--- src/rtl/be_align_pkg.sv ---
package be_align_pkg;

    localparam int DATA_W  = 32;
    localparam int LANES   = DATA_W / 8;
    localparam int LANE_W  = $clog2(LANES);

    typedef enum logic [1:0] {
        OP_LDW = 2'b00,
        OP_LDB = 2'b01,
        OP_STW = 2'b10,
        OP_STB = 2'b11
    } acc_op_e;

    typedef struct packed {
        logic              is_store;
        logic              is_byte;
    } acc_kind_t;

    typedef struct packed {
        logic [LANES-1:0]  be;
        logic [DATA_W-1:0] wdata;
    } lane_put_t;

    function automatic acc_kind_t decode_op(input logic [1:0] op);
        acc_kind_t k;
        k.is_store = op[1];
        k.is_byte  = op[0];
        return k;
    endfunction

    // big-endian: lane index 0 is the top byte of the word
    function automatic int unsigned lane_lsb(input logic [LANE_W-1:0] lane);
        return 8 * (LANES - 1 - int'(lane));
    endfunction

endpackage

--- src/rtl/be_ea_gen.sv ---
module be_ea_gen #(
    parameter int ADDR_W = 32,
    parameter int OFF_W  = 16
) (
    input  logic [ADDR_W-1:0] base,
    input  logic [OFF_W-1:0]  off,
    input  logic              word_acc,
    output logic [ADDR_W-1:0] ea,
    output logic              bad_align
);
    import be_align_pkg::*;

    localparam int EXT_W = ADDR_W - OFF_W;

    logic [ADDR_W-1:0] off_ext;

    always_comb begin
        off_ext   = {{EXT_W{off[OFF_W-1]}}, off};
        ea        = base + off_ext;
        bad_align = word_acc && (ea[LANE_W-1:0] != '0);
    end

endmodule

--- src/rtl/be_store_lane.sv ---
module be_store_lane (
    input  logic [be_align_pkg::DATA_W-1:0] src,
    input  logic [be_align_pkg::LANE_W-1:0] lane,
    input  logic                            byte_acc,
    output be_align_pkg::lane_put_t         put
);
    import be_align_pkg::*;

    always_comb begin
        put.be    = '0;
        put.wdata = src;
        if (byte_acc) begin
            for (int i = 0; i < LANES; i++) begin
                put.wdata[8*i +: 8] = src[7:0];
            end
            put.be[LANES-1-int'(lane)] = 1'b1;
        end else begin
            put.be = '1;
        end
    end

endmodule

--- src/rtl/be_load_extract.sv ---
module be_load_extract (
    input  logic [be_align_pkg::DATA_W-1:0] rdata,
    input  logic [be_align_pkg::LANE_W-1:0] lane,
    input  logic                            byte_acc,
    output logic [be_align_pkg::DATA_W-1:0] result
);
    import be_align_pkg::*;

    logic [7:0] picked;

    always_comb begin
        picked = rdata[lane_lsb(lane) +: 8];
        if (byte_acc) begin
            result = {{(DATA_W-8){picked[7]}}, picked};
        end else begin
            result = rdata;
        end
    end

endmodule

--- src/rtl/be_mem_aligner.sv ---
module be_mem_aligner #(
    parameter int ADDR_W = 32,
    parameter int OFF_W  = 16
) (
    input  logic                clk,
    input  logic                rst,
    input  logic                req_valid,
    input  logic [1:0]          req_op,
    input  logic [ADDR_W-1:0]   req_base,
    input  logic [OFF_W-1:0]    req_off,
    input  logic [31:0]         req_src,
    output logic                mem_req,
    output logic                mem_we,
    output logic [ADDR_W-3:0]   mem_addr,
    output logic [3:0]          mem_be,
    output logic [31:0]         mem_wdata,
    input  logic [31:0]         mem_rdata,
    output logic                misalign,
    output logic                ld_valid,
    output logic [31:0]         ld_data
);
    import be_align_pkg::*;

    localparam int WADDR_W = ADDR_W - LANE_W;

    acc_kind_t           kind;
    logic [ADDR_W-1:0]   ea;
    logic                bad_align;
    lane_put_t           put;
    logic [LANE_W-1:0]   ea_lane;

    logic                cmd_byte_q;
    logic                rsp_byte_q;
    logic [LANE_W-1:0]   cmd_lane_q;
    logic [LANE_W-1:0]   rsp_lane_q;

    assign kind    = decode_op(req_op);
    assign ea_lane = ea[LANE_W-1:0];

    be_ea_gen #(.ADDR_W(ADDR_W), .OFF_W(OFF_W)) u_ea (
        .base      (req_base),
        .off       (req_off),
        .word_acc  (!kind.is_byte),
        .ea        (ea),
        .bad_align (bad_align)
    );

    be_store_lane u_st (
        .src      (req_src),
        .lane     (ea_lane),
        .byte_acc (kind.is_byte),
        .put      (put)
    );

    // command stage
    always_ff @(posedge clk) begin
        if (rst) begin
            mem_req    <= 1'b0;
            mem_we     <= 1'b0;
            mem_be     <= '0;
            mem_addr   <= '0;
            mem_wdata  <= '0;
            misalign   <= 1'b0;
            cmd_byte_q <= 1'b0;
            cmd_lane_q <= '0;
        end else begin
            mem_req    <= req_valid && !bad_align;
            mem_we     <= req_valid && !bad_align && kind.is_store;
            mem_be     <= (req_valid && !bad_align && kind.is_store) ? put.be : '0;
            mem_addr   <= ea[ADDR_W-1:LANE_W];
            mem_wdata  <= put.wdata;
            misalign   <= req_valid && bad_align;
            cmd_byte_q <= kind.is_byte;
            cmd_lane_q <= ea_lane;
        end
    end

    // response stage
    always_ff @(posedge clk) begin
        if (rst) begin
            ld_valid   <= 1'b0;
            rsp_byte_q <= 1'b0;
            rsp_lane_q <= '0;
        end else begin
            ld_valid   <= mem_req && !mem_we;
            rsp_byte_q <= cmd_byte_q;
            rsp_lane_q <= cmd_lane_q;
        end
    end

    be_load_extract u_ld (
        .rdata    (mem_rdata),
        .lane     (rsp_lane_q),
        .byte_acc (rsp_byte_q),
        .result   (ld_data)
    );

    // a flagged access never issues a command
    a_r8_no_cmd_on_misalign: assert property (@(posedge clk) disable iff (rst)
        misalign |-> !mem_req);

    // every read command is followed by exactly one load result
    a_r7_read_gives_result: assert property (@(posedge clk) disable iff (rst)
        (mem_req && !mem_we) |=> ld_valid);

    // no load result without a read command before it
    a_r7_no_spurious_result: assert property (@(posedge clk) disable iff (rst)
        !(mem_req && !mem_we) |=> !ld_valid);

    // a write strobes one lane or all four
    a_r4_strobe_shape: assert property (@(posedge clk) disable iff (rst)
        mem_we |-> ($countones(mem_be) == 1 || mem_be == 4'hF));

    // an idle cycle produces neither command nor flag
    a_r9_idle_quiet: assert property (@(posedge clk) disable iff (rst)
        !req_valid |=> (!mem_req && !misalign));

    // byte requests never flag misalignment
    a_r8_byte_never_flagged: assert property (@(posedge clk) disable iff (rst)
        (req_valid && req_op[0]) |=> !misalign);

endmodule

--- config.mk ---
export PLATFORM = sky130hd
export DESIGN_NAME = be_mem_aligner
export DESIGN_NICKNAME = d
export VERILOG_FILES = /design/src/rtl/be_align_pkg.sv /design/src/rtl/be_ea_gen.sv /design/src/rtl/be_store_lane.sv /design/src/rtl/be_load_extract.sv /design/src/rtl/be_mem_aligner.sv
export SDC_FILE = /design/constraint.sdc
export NUM_CORES = 1
export LEC_CHECK = 0
export ABC_AREA = 1
export ABC_CLOCK_PERIOD_IN_PS = 2600
export BUFFER_PORTS_ARGS = -buffer_cell sky130_fd_sc_hd__buf_2
export CAP_MARGIN = 20
export CORE_ASPECT_RATIO = 1.5
export CORE_MARGIN = 3
export CORE_UTILIZATION = 50
export CTS_CLUSTER_DIAMETER = 120
export DETAILED_ROUTE_END_ITERATION = 16
export PLACE_DENSITY = 0.94
export SLEW_MARGIN = 15
export SYNTH_ARGS = -nofsm -noshare
export SYNTH_HDL_FRONTEND = slang
export SYNTH_HIERARCHICAL = 1
export SYNTH_SLANG_ARGS = --single-unit
--- constraint.sdc ---
create_clock -name clk -period 2.6 [get_ports clk]
set_input_delay 0.52 -clock clk [delete_from_list [all_inputs] [get_ports clk]]
set_output_delay 0.52 -clock clk [all_outputs]
set_load 0.005 [all_outputs]
# Word-level counts from Yosys, hierarchy flattened
# Cells that the tools add are included.
# W data, S select, Z words.
[word_totals]
output_inout_bits = 102
regBits = 76
input_bits = 117
[op_classes]
n_shift = 1
addsub = 3
muxes = 5
n_lt_le_gt_ge = 2
reduce_logical = 11
bitwise = 1
[ops]
columns = ["cell", "count"]
rows = [
  ["$mux W32", 2],
  ["$shiftx A32 B33 Y8", 1],
  ["$add A32 B32 Y32", 1],
  ["$ge A32 B1 Y1 const B", 1],
  ["$lt A32 B4 Y1 const B", 1],
  ["$logic_and A1 B1 Y1", 6],
  ["$sub A2 B2 Y3 const A", 2],
  ["$mux W4", 1],
  ["$logic_not A1 Y1", 3],
  ["$demux W1 S2", 1],
  ["$reduce_bool A2 Y1", 1],
  ["$reduce_or A2 Y1", 1],
  ["$mux W1", 1],
  ["$not A1 Y1", 1],
]

# Logic depth before layout (Yosys ltp)
[logic_depth]
ltp_word = 8
ltp_mapped = 14

# By module
# The synthesis kept the hierarchy.
[by_module_without_submodules]
columns = ["mod", "area_each_um2", "n_inst", "cells_each"]
rows = [
  ["be_ea_gen", 2392.3, 1, 495],
  ["be_mem_aligner", 2168.3, 1, 235],
  ["be_load_extract", 588.1, 1, 143],
  ["be_store_lane", 339.1, 1, 77],
]

# Worst setup path before layout
# OpenSTA, ideal clock, no wires.
[synth_timing]
path_type = "input to register"
from = "input port req_base[0]"
to = "register mem_addr[26]"
required_time_ns = 2.483
path_stages = 14
setup_ns = 0.117
setup_slack_ns = 0.602
arrival_time_ns = 1.881
n_path_buf = 0
path_cell_list = "ha_1 > fa_1 > nand3_1 > nand3_2 > nand2_1 > nand2_2 > nand2_1 > nand2_2 > nand2_1 > nand2_1 > nand2_1 > nand2_1 > inv_1 > nor2_1"
[synth_via]
elab_chain_len = 1
[synth_lines]
columns = ["element", "line", "source"]
rows = [
  ["from (decl)", "be_mem_aligner.sv:9", "input logic [ADDR_W-1:0] req_base,"],
  ["$add A32 B32 Y32", "be_ea_gen.sv:19", "ea = base + off_ext;"],
  ["named net ea[28]", "be_mem_aligner.sv:27", "logic [ADDR_W-1:0] ea;"],
  ["to (signal assigned)", "be_mem_aligner.sv:70", "mem_addr <= ea[ADDR_W-1:LANE_W];"],
  ["to (decl)", "be_mem_aligner.sv:14", "output logic [ADDR_W-3:0] mem_addr,"],
]
# The timed path passes the listed nets, and every way through them passes these cells.
# A chain may end at the register's enable or synchronous reset.

# Worst setup path after layout
[layout_timing]
from = "register rsp_lane_q[0]"
to = "output port ld_data[6]"
[layout_via]
elab_chain_len = 3
[layout_lines]
columns = ["element", "line", "source"]
rows = [
  ["from (decl)", "be_mem_aligner.sv:35", "logic [LANE_W-1:0] rsp_lane_q;"],
  ["from (signal assigned)", "be_mem_aligner.sv:87", "rsp_lane_q <= cmd_lane_q;"],
  ["$sub A2 B2 Y3", "be_align_pkg.sv:33", "return 8 * (LANES - 1 - int'(lane));"],
  ["$shiftx A32 B33 Y8", "be_load_extract.sv:12", "picked = rdata[lane_lsb(lane) +: 8];"],
  ["$mux W32", "be_load_extract.sv:13", "if (byte_acc) begin"],
  ["to (decl)", "be_mem_aligner.sv:20", "output logic [31:0] ld_data"],
]
# Every way passes these cells.

==> results.md <==
* Nets at 1306
* # IOs at 219
* Die Wd at 91.5 um
* Crit Reg-Reg Startpoint: mem_req
* WL/cell at 11.4 um
* CTS tree: yes
* Hold Path Class: reg2reg
* Mapped Nets at 1099
* Skew final at 0.00437 ns
* Final count of pins violating max slew at 0
* Filler instances at about 1000
* Slew @ Worst Pin at 0.578 ns
* # H-tree levels at 3
* Seq cells post-synth at between 70 and 80
* Minimum hold slack at between 0.4 and 0.5 ns
* P&R area growth vs syn at 25.8%
* Routed vias at 6045
* Tcrit/Tclk final at 87.5%
* First-pass GRT wire length at 23900 um
* Syn_area_per_cell at 5.78 um^2
* RSZ-0062 raised after global routing: no
* Standard-cell row count at 46
* Rel. slew slack at approximately three fifths
* WP data arrival at approximately 1.8 ns
* Antenna diodes at 0
* R2R depth at 1
* GR Util All Layers at between 20% and 30%
* FF+latch area at roughly 0.0015 mm^2
* Vias in the first global route at 5417
* Tmin final at approximately 2.3 ns
* Input/output buffers at between 200 and 250
* R2R setup slack at 1.98 ns
* Peak VDD IR at about 260 uV
* Final setup violation count at 0
* CTS Buf Count at 9
* Full die area at around 0.012 mm^2
* Critical path endpoint: ld_data[6]
* P_leak at 4.65 nW
* Share of cells above drive strength 1 at 23.3%
* Worst Setup SP: rsp_lane_q[0]
* Antenna violations before repair at 0
* Clk slew on worst S/H paths at 0.06 ns
* Final Wtd Congestion at 1.04
* Post-CTS Setup Bufs at 0
* Final worst slack at 0.325 ns
* Total core area at 0.0106 mm^2
* Initial Utilization at between 50% and 60%
* Largest net degree at the start of global routing at 36
* Critical Path Fanout Max at 11
* Post-DP HPWL at 12500 um
* Worst Setup End Kind: output port
* CP Class: reg2out
* Clk buf depth at 2
* Synth Cell Area at 0.00549 mm^2
* RR Endpoint: ld_valid
* Synth Instances at between 900 and 1000
* Vias/cell at 4.63
* Max Freq at 440 MHz
* Initial drt markers at 232
* YS warnings at 6
* Status: complete, no violations
* Multi-input logic area at 0.00297 mm^2
* Clk Latency, worst-skew pair at 0.33 ns
* Top post-synthesis cells by area: dfxtp_1, nand2_1, inv_1
* Die Y at 134 um
* Post-CTS resize count at 0
* Distinct cells, synth at 29
* Post-synthesis sequential area ratio at 27.7%
* Min-delay src: cmd_lane_q[0]
* Final ANT Viol Nets at 0
* DRC viols at 0
* Pwr Density at 537 mW/mm^2
* Num Clock Sinks at 76
* Detailed Route WL at 14900 um
* Total grt overflow at 0
* Cts hold-fix bufs at 0
* Synth top area share at around 28%
* Clk Tree Root Cell: clkbuf_16
* Largest area contributor in the netlist: dfxtp_1
* DR pass1 iterations at 5
* CP Launch Type: flip-flop
* Max-cap violations at 0
* Final Hold Fails at 0
* Critical Path RT at 2.08 ns
* TNS Setup at 0 ns
* Total power at 3.71 mW
* Setup WS pre-CTS at 0.341 ns
registers in the layout, indices dropped and copies added (netlist names), 2 cells and up:
register	count
mem_wdata	32
mem_addr	30
mem_be	4
cmd_lane_q	2
rsp_lane_q	2
how the worst min path moves through the flow:
stage / end / slack [ns] / cells after the start
2_1_floorplan: rsp_byte_q / 0.39 / 2
5_1_grt: mem_wdata[3] / 0.40 / 3
3_3_place_gp: rsp_byte_q / 0.40 / 2
4_1_cts: mem_wdata[2] / 0.40 / 3
3_5_place_dp: rsp_byte_q / 0.40 / 2
6_report: rsp_lane_q[0] / 0.40 / 2
per-layer routing:
layer / track usage [%] / share of wire, % / vias up
met4: 10.2 / 3.2 / 0
met3: 3.14 / 6.1 / 32
met5: 0 / 0 / -
met2: 47.5 / 54 / 229
li1: - / - / 3173
met1: 23.8 / 37 / 2611
metrics by stage:
| step | std cells | area, um^2 | util [%] |
|---|---|---|---|
| final | 1306 | 6910 | 64.9 |
| after global routing | 1306 | 6910 | 64.9 |
| after CTS | 1306 | 6910 | 64.9 |
| after detailed placement | 1290 | 6580 | 61.8 |
| after global placement | 1290 | 6580 | 61.8 |
| after floorplan | 950 | 5490 | - |
area by class of cell:
| type | count | share of cell area (%) |
|---|---|---|
| multi-input combinational | 639 | 43.0 |
| clock inverter | 7 | 1.52 |
| clock buffer | 9 | 3.26 |
| tap | 144 | 2.61 |
| inverter | 210 | 11.4 |
| sequential | 76 | 22.0 |
| timing repair buffer | 221 | 16.1 |
synth_stat cells:
cell        n
a21o_1      1
a21oi_1    19
a21oi_2     1
buf_2       6
buf_4      10
buf_6       9
dfxtp_1    76
fa_1        1
ha_1       31
inv_1     203
inv_2       7
nand2_1   386
nand2_2    15
nand2_4     1
nand3_1    33
nand3_2     4
nand4_1     3
nor2_1    107
nor2_2      3
nor3_1      9
nor3_2      2
nor3b_1     1
o21a_1      1
o21ai_0     1
o21ai_1     1
o21bai_1    2
or2_4       1
xnor2_1     2
xor2_1     14
placed cells by master (no fill, tap or decap), types with 2 or more instances in the layout:
cell type  instances
a21oi_1           19
buf_2            218
buf_4              3
bufinv_16          2
clkbuf_16          9
dfxtp_1           76
ha_1              31
inv_1            203
inv_2              7
inv_6              3
nand2_1          386
nand2_2           15
nand3_1           33
nand3_2            4
nand4_1            3
nor2_1           107
nor2_2             3
nor3_1             9
nor3_2             2
o21bai_1           2
xnor2_1            2
xor2_1            14
critical path, stage by stage, from the launching register on:
cell     delay, ns
dfxtp_1       0.57
inv_2         0.17
o21ai_1       0.40
nand2_1       0.10
nand2_1       0.08
buf_2         0.10
cell families after synthesis:
family                     after synthesis  share of synthesized area [%]
and+or+nand+nor                        565                           41.5
buffers and inverters                  235                           18.1
DFF                                     76                           27.7
adders and majority gates               32                           7.43
AOI/OAI and AO/OA                       26                           2.62
xor gates and xnor gates                16                           2.55
power by group:
part	internal, mW	switching (mW)	total, mW
clock network	0.857	0.498	1.35
registers	1.27	0.0309	1.30
logic	0.421	0.635	1.06
Note: power is estimated with default switching activity, not from simulation.
